<file path="src/rtl/pll_port_pkg.sv">
package pll_port_pkg;

    typedef enum logic {
        ST_LOCKED = 1'b0,
        ST_ARMED  = 1'b1
    } port_state_e;

    localparam int IDX_REF_DIV  = 0;
    localparam int IDX_GEN_CTL  = 1;
    localparam int IDX_MEM_FB   = 2;
    localparam int IDX_EXT_CTL  = 3;
    localparam int IDX_PIX_CTL  = 4;
    localparam int IDX_PIX_POST = 5;
    localparam int NUM_BASE     = 6;
    localparam int IDX_PIX_FB0  = NUM_BASE;

    localparam int ARM_BIT      = 0;
    localparam int IDX_LSB      = 2;

endpackage

</file>
<file path="src/rtl/pll_port_fsm.sv">
module pll_port_fsm
    import pll_port_pkg::*;
#(
    parameter int DATA_W = 8,
    localparam int IDX_W = DATA_W - IDX_LSB
) (
    input  logic              clk,
    input  logic              rst_n,
    input  logic              bus_sel,
    input  logic              bus_wr,
    input  logic [DATA_W-1:0] bus_wdata,
    output logic [DATA_W-1:0] addr_byte_o,
    output logic [IDX_W-1:0]  idx_o,
    output logic              commit_o,
    output logic              refuse_o,
    output logic              wr_err_o
);

    port_state_e state_q, state_d;
    logic [DATA_W-1:0] addr_q;
    logic              err_q;
    logic              addr_wr;
    logic              data_wr;

    assign addr_wr = bus_wr && !bus_sel;
    assign data_wr = bus_wr &&  bus_sel;

    // next-state logic: T_ARM, T_DISARM, T_HOLD
    always_comb begin
        state_d = state_q;
        unique case (state_q)
            ST_LOCKED: if (addr_wr && bus_wdata[ARM_BIT])  state_d = ST_ARMED;
            ST_ARMED:  if (addr_wr && !bus_wdata[ARM_BIT]) state_d = ST_LOCKED;
            default:   state_d = ST_LOCKED;
        endcase
    end

    always_ff @(posedge clk or negedge rst_n) begin
        if (!rst_n) state_q <= ST_LOCKED;
        else        state_q <= state_d;
    end

    // output decode per state
    always_comb begin
        commit_o = 1'b0;
        refuse_o = 1'b0;
        unique case (state_q)
            ST_LOCKED: refuse_o = data_wr;
            ST_ARMED:  commit_o = data_wr;
            default: begin
                commit_o = 1'b0;
                refuse_o = 1'b0;
            end
        endcase
    end

    always_ff @(posedge clk or negedge rst_n) begin
        if (!rst_n) begin
            addr_q <= '0;
            err_q  <= 1'b0;
        end else begin
            if (addr_wr)  addr_q <= bus_wdata;
            if (refuse_o) err_q  <= 1'b1;
        end
    end

    assign addr_byte_o = addr_q;
    assign idx_o       = addr_q[DATA_W-1:IDX_LSB];
    assign wr_err_o    = err_q;


    arm_on_addr_chk: assert property (@(posedge clk) disable iff (!rst_n)
        (addr_wr && bus_wdata[ARM_BIT]) |=> (state_q == ST_ARMED));


    disarm_on_addr_chk: assert property (@(posedge clk) disable iff (!rst_n)
        (addr_wr && !bus_wdata[ARM_BIT]) |=> (state_q == ST_LOCKED));


    err_sticky_chk: assert property (@(posedge clk) disable iff (!rst_n)
        err_q |=> err_q);


    refuse_sets_err_chk: assert property (@(posedge clk) disable iff (!rst_n)
        refuse_o |=> err_q);


    commit_excl_chk: assert property (@(posedge clk) disable iff (!rst_n)
        !(commit_o && refuse_o));

endmodule

</file>
<file path="src/rtl/pll_reg_bank.sv">
module pll_reg_bank
    import pll_port_pkg::*;
#(
    parameter int DATA_W  = 8,
    parameter int NUM_PIX = 4,
    localparam int IDX_W  = DATA_W - IDX_LSB
) (
    input  logic                        clk,
    input  logic                        rst_n,
    input  logic                        commit_i,
    input  logic [IDX_W-1:0]            idx_i,
    input  logic [DATA_W-1:0]           wdata_i,
    output logic [NUM_BASE*DATA_W-1:0]  base_o,
    output logic [NUM_PIX*DATA_W-1:0]   pix_o
);

    for (genvar k = 0; k < NUM_BASE; k++) begin : g_base
        logic [DATA_W-1:0] r_q;
        always_ff @(posedge clk or negedge rst_n) begin
            if (!rst_n) r_q <= '0;
            else if (commit_i && (idx_i == IDX_W'(k))) r_q <= wdata_i;
        end
        assign base_o[k*DATA_W +: DATA_W] = r_q;
    end

    for (genvar p = 0; p < NUM_PIX; p++) begin : g_pix
        logic [DATA_W-1:0] r_q;
        always_ff @(posedge clk or negedge rst_n) begin
            if (!rst_n) r_q <= '0;
            else if (commit_i && (idx_i == IDX_W'(IDX_PIX_FB0 + p))) r_q <= wdata_i;
        end
        assign pix_o[p*DATA_W +: DATA_W] = r_q;
    end


    bank_hold_chk: assert property (@(posedge clk) disable iff (!rst_n)
        !commit_i |=> ($stable(base_o) && $stable(pix_o)));


    unmapped_hold_chk: assert property (@(posedge clk) disable iff (!rst_n)
        (idx_i >= IDX_W'(NUM_BASE + NUM_PIX)) |=> ($stable(base_o) && $stable(pix_o)));

endmodule

</file>
<file path="src/rtl/pll_read_mux.sv">
module pll_read_mux
    import pll_port_pkg::*;
#(
    parameter int DATA_W  = 8,
    parameter int NUM_PIX = 4,
    localparam int IDX_W  = DATA_W - IDX_LSB
) (
    input  logic                        clk,
    input  logic                        rst_n,
    input  logic                        rd_i,
    input  logic                        sel_i,
    input  logic [IDX_W-1:0]            idx_i,
    input  logic [DATA_W-1:0]           addr_byte_i,
    input  logic [NUM_BASE*DATA_W-1:0]  base_i,
    input  logic [NUM_PIX*DATA_W-1:0]   pix_i,
    output logic [DATA_W-1:0]           rdata_o
);

    logic [DATA_W-1:0] reg_sel;
    logic [DATA_W-1:0] rdata_q;

    always_comb begin
        reg_sel = '0;
        for (int k = 0; k < NUM_BASE; k++) begin
            if (idx_i == IDX_W'(k)) reg_sel = base_i[k*DATA_W +: DATA_W];
        end
        for (int p = 0; p < NUM_PIX; p++) begin
            if (idx_i == IDX_W'(IDX_PIX_FB0 + p)) reg_sel = pix_i[p*DATA_W +: DATA_W];
        end
    end

    always_ff @(posedge clk or negedge rst_n) begin
        if (!rst_n)    rdata_q <= '0;
        else if (rd_i) rdata_q <= sel_i ? reg_sel : addr_byte_i;
    end

    assign rdata_o = rdata_q;


    unmapped_zero_chk: assert property (@(posedge clk) disable iff (!rst_n)
        (rd_i && sel_i && (idx_i >= IDX_W'(NUM_BASE + NUM_PIX))) |=> (rdata_o == '0));


    rdata_hold_chk: assert property (@(posedge clk) disable iff (!rst_n)
        !rd_i |=> $stable(rdata_o));

endmodule

</file>
<file path="src/rtl/pll_indirect_port.sv">
module pll_indirect_port
    import pll_port_pkg::*;
#(
    parameter int DATA_W  = 8,
    parameter int NUM_PIX = 4
) (
    input  logic                      clk,
    input  logic                      rst_n,
    input  logic                      bus_sel,
    input  logic                      bus_wr,
    input  logic                      bus_rd,
    input  logic [DATA_W-1:0]         bus_wdata,
    output logic [DATA_W-1:0]         bus_rdata,
    output logic [DATA_W-1:0]         ref_div_o,
    output logic [DATA_W-1:0]         gen_ctl_o,
    output logic [DATA_W:0]           mem_fb_eff_o,
    output logic [2:0]                mem_post_sel_o,
    output logic [DATA_W-1:0]         pix_ctl_o,
    output logic [1:0]                pix_post_sel_o,
    output logic [NUM_PIX*DATA_W-1:0] pix_fb_div_o,
    output logic                      wr_err_o
);

    localparam int IDX_W = DATA_W - IDX_LSB;

    logic [DATA_W-1:0]          addr_byte;
    logic [IDX_W-1:0]           idx;
    logic                       commit;
    logic                       refuse;
    logic [NUM_BASE*DATA_W-1:0] base;
    logic [NUM_PIX*DATA_W-1:0]  pix;
    logic [DATA_W-1:0]          mem_fb;
    logic [DATA_W-1:0]          ext_ctl;

    pll_port_fsm #(.DATA_W(DATA_W)) u_fsm (
        .clk         (clk),
        .rst_n       (rst_n),
        .bus_sel     (bus_sel),
        .bus_wr      (bus_wr),
        .bus_wdata   (bus_wdata),
        .addr_byte_o (addr_byte),
        .idx_o       (idx),
        .commit_o    (commit),
        .refuse_o    (refuse),
        .wr_err_o    (wr_err_o)
    );

    pll_reg_bank #(.DATA_W(DATA_W), .NUM_PIX(NUM_PIX)) u_bank (
        .clk      (clk),
        .rst_n    (rst_n),
        .commit_i (commit),
        .idx_i    (idx),
        .wdata_i  (bus_wdata),
        .base_o   (base),
        .pix_o    (pix)
    );

    pll_read_mux #(.DATA_W(DATA_W), .NUM_PIX(NUM_PIX)) u_rmux (
        .clk         (clk),
        .rst_n       (rst_n),
        .rd_i        (bus_rd),
        .sel_i       (bus_sel),
        .idx_i       (idx),
        .addr_byte_i (addr_byte),
        .base_i      (base),
        .pix_i       (pix),
        .rdata_o     (bus_rdata)
    );

    assign mem_fb  = base[IDX_MEM_FB*DATA_W +: DATA_W];
    assign ext_ctl = base[IDX_EXT_CTL*DATA_W +: DATA_W];

    assign ref_div_o      = base[IDX_REF_DIV*DATA_W +: DATA_W];
    assign gen_ctl_o      = base[IDX_GEN_CTL*DATA_W +: DATA_W];
    assign pix_ctl_o      = base[IDX_PIX_CTL*DATA_W +: DATA_W];
    assign pix_post_sel_o = base[IDX_PIX_POST*DATA_W +: 2];
    assign mem_post_sel_o = ext_ctl[2:0];
    assign mem_fb_eff_o   = ext_ctl[3] ? {mem_fb, 1'b0} : {1'b0, mem_fb};
    assign pix_fb_div_o   = pix;


    fb_eff_range_chk: assert property (@(posedge clk) disable iff (!rst_n)
        !ext_ctl[3] |-> (mem_fb_eff_o[DATA_W] == 1'b0));


    fb_eff_even_chk: assert property (@(posedge clk) disable iff (!rst_n)
        ext_ctl[3] |-> (mem_fb_eff_o[0] == 1'b0));

endmodule

</file>
<file path="config.mk">
export PLATFORM = sky130hd
export DESIGN_NAME = pll_indirect_port
export DESIGN_NICKNAME = d
export VERILOG_FILES = /design/src/rtl/pll_port_pkg.sv /design/src/rtl/pll_port_fsm.sv /design/src/rtl/pll_reg_bank.sv /design/src/rtl/pll_read_mux.sv /design/src/rtl/pll_indirect_port.sv
export SDC_FILE = /design/constraint.sdc
export NUM_CORES = 1
export LEC_CHECK = 0
export BUFFER_PORTS_ARGS = -buffer_cell sky130_fd_sc_hd__buf_2
export CAP_MARGIN = 10
export CORE_MARGIN = 2
export CORE_UTILIZATION = 49
export DETAILED_ROUTE_END_ITERATION = 8
export PLACE_DENSITY = 0.83
export SETUP_SLACK_MARGIN = 0.2
export SYNTH_ARGS = -nofsm -noshare
export SYNTH_HDL_FRONTEND = slang
export SYNTH_SLANG_ARGS = --single-unit
</file>
<file path="constraint.sdc">
create_clock -name clk -period 2.5 [get_ports clk]
set_input_delay 0.25 -clock clk [delete_from_list [all_inputs] [get_ports clk]]
set_output_delay 0.25 -clock clk [all_outputs]
set_load 0.01 [all_outputs]
</file>
==> flow_summary.json <==
{
  "status": "finished, final reports clean",
  "grt_pass1_vias": 3430,
  "holdWs_ns": 0.1859,
  "clkSinkCount": 97,
  "cts-root-buf": "clkbuf_8",
  "stdcell_count": 569,
  "grt_max_degree": 43,
  "final_cell_mix": "mux2_2, dfrtp_1, buf_2, nand2_1, nor2_1",
  "tritoncts": "yes",
  "ff2ff_path_depth": 4,
  "postSynthCellCount": 372,
  "leakagePower_nw": 2.790,
  "wl_um": 11340,
  "die_x_um": 103.6,
  "ys_seq_elements": 97,
  "grt_pass1_wl_um": 18490,
  "drc": 0,
  "worstSetupStartpointType": "register",
  "async_flop_share_pct": 100.0,
  "p_per_area_nw_per_um2": 702.7,
  "yosysWarningCount": 0,
  "core_um2": 9684,
  "place_area_um2": 5244,
  "gp_congestion": 0.8778,
  "crit_start": "u_fsm.addr_byte_o[4]",
  "synth_top_area_share_pct": 49.94,
  "ff2ff_setup_slack_ns": 0.26,
  "synth_area_um2": 4861,
  "ys_top_cells_by_area": "dfrtp_1, mux2_2, mux4_2, buf_4, o32ai_2",
  "ys.flop_type": "dfrtp_1",
  "clk_pin_slew_worst_paths_ns": 0.09,
  "clockBufferDepth": 2,
  "diodes": 0,
  "hpwl_um": 8173,
  "vias_per_cell": 5.719,
  "irDropWorstVdd_mv": 0.3091,
  "p_sw_share_pct": 28.39,
  "drv_slew": 0,
  "initial_core_util_pct": 50.19,
  "io_buffers": 91,
  "finalNetCount": 446,
  "synth_seq_area_share_pct": 49.94,
  "cp_max_fo": 8,
  "io_pins": 92,
  "gr-total-overflow": 0,
  "period_share_pct": 89.40,
  "cts_inserted_buffers": 9,
  "finalCriticalPeriod_ns": 2.235,
  "power_switching_mw": 1.093,
  "r2r_start": "u_fsm.addr_byte_o[4]",
  "syn_nets": 385,
  "vias": 3254,
  "p_comb_share_pct": 20.3,
  "postCtsSetupRepairBufs": 0,
  "dpl.cell_count": 554,
  "fp.dieH_um": 103.6,
  "power.total_mw": 3.851,
  "clk_latency_ns": 0.37,
  "reg2reg_to": "u_bank.g_pix[3].r_q[2]",
  "cp-endpoint": "u_bank.g_pix[3].r_q[2]",
  "syn_to_final_growth_pct": 12.74,
  "design_area_um2": 5480,
  "skew_ns": 0.009232,
  "avgSynthCellArea_um2": 13.07,
  "synth_top_cell_by_area": "dfrtp_1",
  "track_usage_pct": 22.01,
  "hp-class": "primary input to register",
  "drtAntennaViolNets": 0,
  "finalSetupTns_ns": 0,
  "p_int_mw": 2.758,
  "seqPwrFrac_pct": 50.4,
  "firstDrtPassIters": 4,
  "rsz0062_at_grt": "no",
  "synth_edf_count": 0,
  "final_common_cell": "mux2_2",
  "cts-htree-levels": 3,
  "layout-drive-gt1-share_pct": 57.34,
  "worstPathArrival_ns": 2.49,
  "crit_required_ns": 2.75,
  "die-area_um2": 10730,
  "hold_violations": 0,
  "path_class": "register to register",
  "fill_cells": 810,
  "relSlewSlack_pct": 56.71,
  "antenna_found_initial": 0,
  "p_clk_share_pct": 29.3,
  "tightest_slew_ns": 0.6480,
  "setup_viol": 0,
  "endpoint_kind": "register",
  "num_rows": 36,
  "max-cap-violations": 0,
  "timing.fmax_mhz": 447.4,
  "ys_types": 42,
  "wl_per_cell_um": 19.94,
  "drtIter0Drc": 172
}
## metal layers
| layer | vias to the layer above | wire (um) | global-route usage, % |
|---|---|---|---|
| met3 | 21 | 790 | 4.342 |
| met1 | 1647 | 4841 | 29.86 |
| li1 | 1445 | - | - |
| met2 | 141 | 5494 | 34.86 |
| met5 | - | 0 | 0 |
| met4 | 0 | 217 | 9.170 |
## synth_stat cells (all sizes together), types with 2 or more instances
| cell type | instances |
|---|---|
| mux2 | 101 |
| dfrtp | 97 |
| buf | 38 |
| nand2 | 22 |
| nor2 | 20 |
| clkbuf | 15 |
| mux4 | 10 |
| a21oi | 7 |
| o221ai | 7 |
| and3 | 6 |
| o32ai | 6 |
| or2 | 6 |
| nand2b | 5 |
| o2111ai | 5 |
| nand3 | 4 |
| a22oi | 3 |
| nor2b | 3 |
| a221oi | 2 |
| inv | 2 |
## metrics by stage
step | util (%) | setup slack (ns)
after floorplan | - | 0.4514
after global placement | 54.15 | 0.3875
after detailed placement | 54.15 | 0.2951
after CTS | 56.49 | 0.2786
after global routing | 56.59 | 0.2060
final | 56.59 | 0.2650
## area by class of cell
| class | instances | area, um2 | area share [%] |
|---|---|---|---|
| flip-flops and latches | 97 | 2427 | 44.29 |
| multi-input cells | 220 | 2112 | 38.54 |
| repair buffers | 103 | 550.5 | 10.05 |
| well taps | 133 | 166.4 | 3.037 |
| clock buffers | 11 | 151.4 | 2.763 |
| clock inverters | 3 | 65.06 | 1.187 |
| inverters | 2 | 7.507 | 0.1370 |
## logic make-up after synthesis
kind of cell / synth area share [%]
AO/OA/AOI/OAI: 6.512
buffers and inverters: 6.821
flip-flops: 49.94
AND/OR/NAND/NOR: 8.494
multiplexers: 28.24
## sequential cells by signal, indices dropped and copies added (netlist names)
register	cells
u_rmux.rdata_o	8
u_bank.g_base.r_q	48
u_fsm.wr_err_o	1
u_bank.g_pix.r_q	32
u_fsm.addr_byte_o	8
## critical path, stage by stage (launching register included)
cell	delay, ns
dfrtp_1	0.45
or4b_1	0.68
or2_2	0.45
nor2_8	0.19
mux2_2	0.36
## worst min-delay path by stage
stage | startpoint | end | cells after the start
2_1_floorplan | rst_n | u_bank.g_base[0].r_q[0] | 0
3_3_place_gp | rst_n | u_bank.g_pix[2].r_q[4] | 1
5_1_grt | bus_wr | u_fsm.wr_err_o | 3
6_report | bus_wr | u_fsm.wr_err_o | 3
3_5_place_dp | rst_n | u_fsm.wr_err_o | 1
4_1_cts | bus_wr | u_fsm.wr_err_o | 3
## power groups by stage
stage / combinational, mW / clock (mW) / sequential (mW)
after floorplan: 0.556 / 0 / 1.93
after global placement: 0.759 / 0 / 1.96
after detailed placement: 0.782 / 0 / 1.97
after CTS: 0.787 / 1.14 / 1.94
after global routing: 0.843 / 1.21 / 1.97
final: 0.780 / 1.13 / 1.94
## timing repair
action	CTS	global route
hold endpoints to repair	39	0
setup endpoints to repair	0	11
hold buffers	1	0
resized for setup	0	2
No activity file was read; power rests on OpenSTA's default activity.
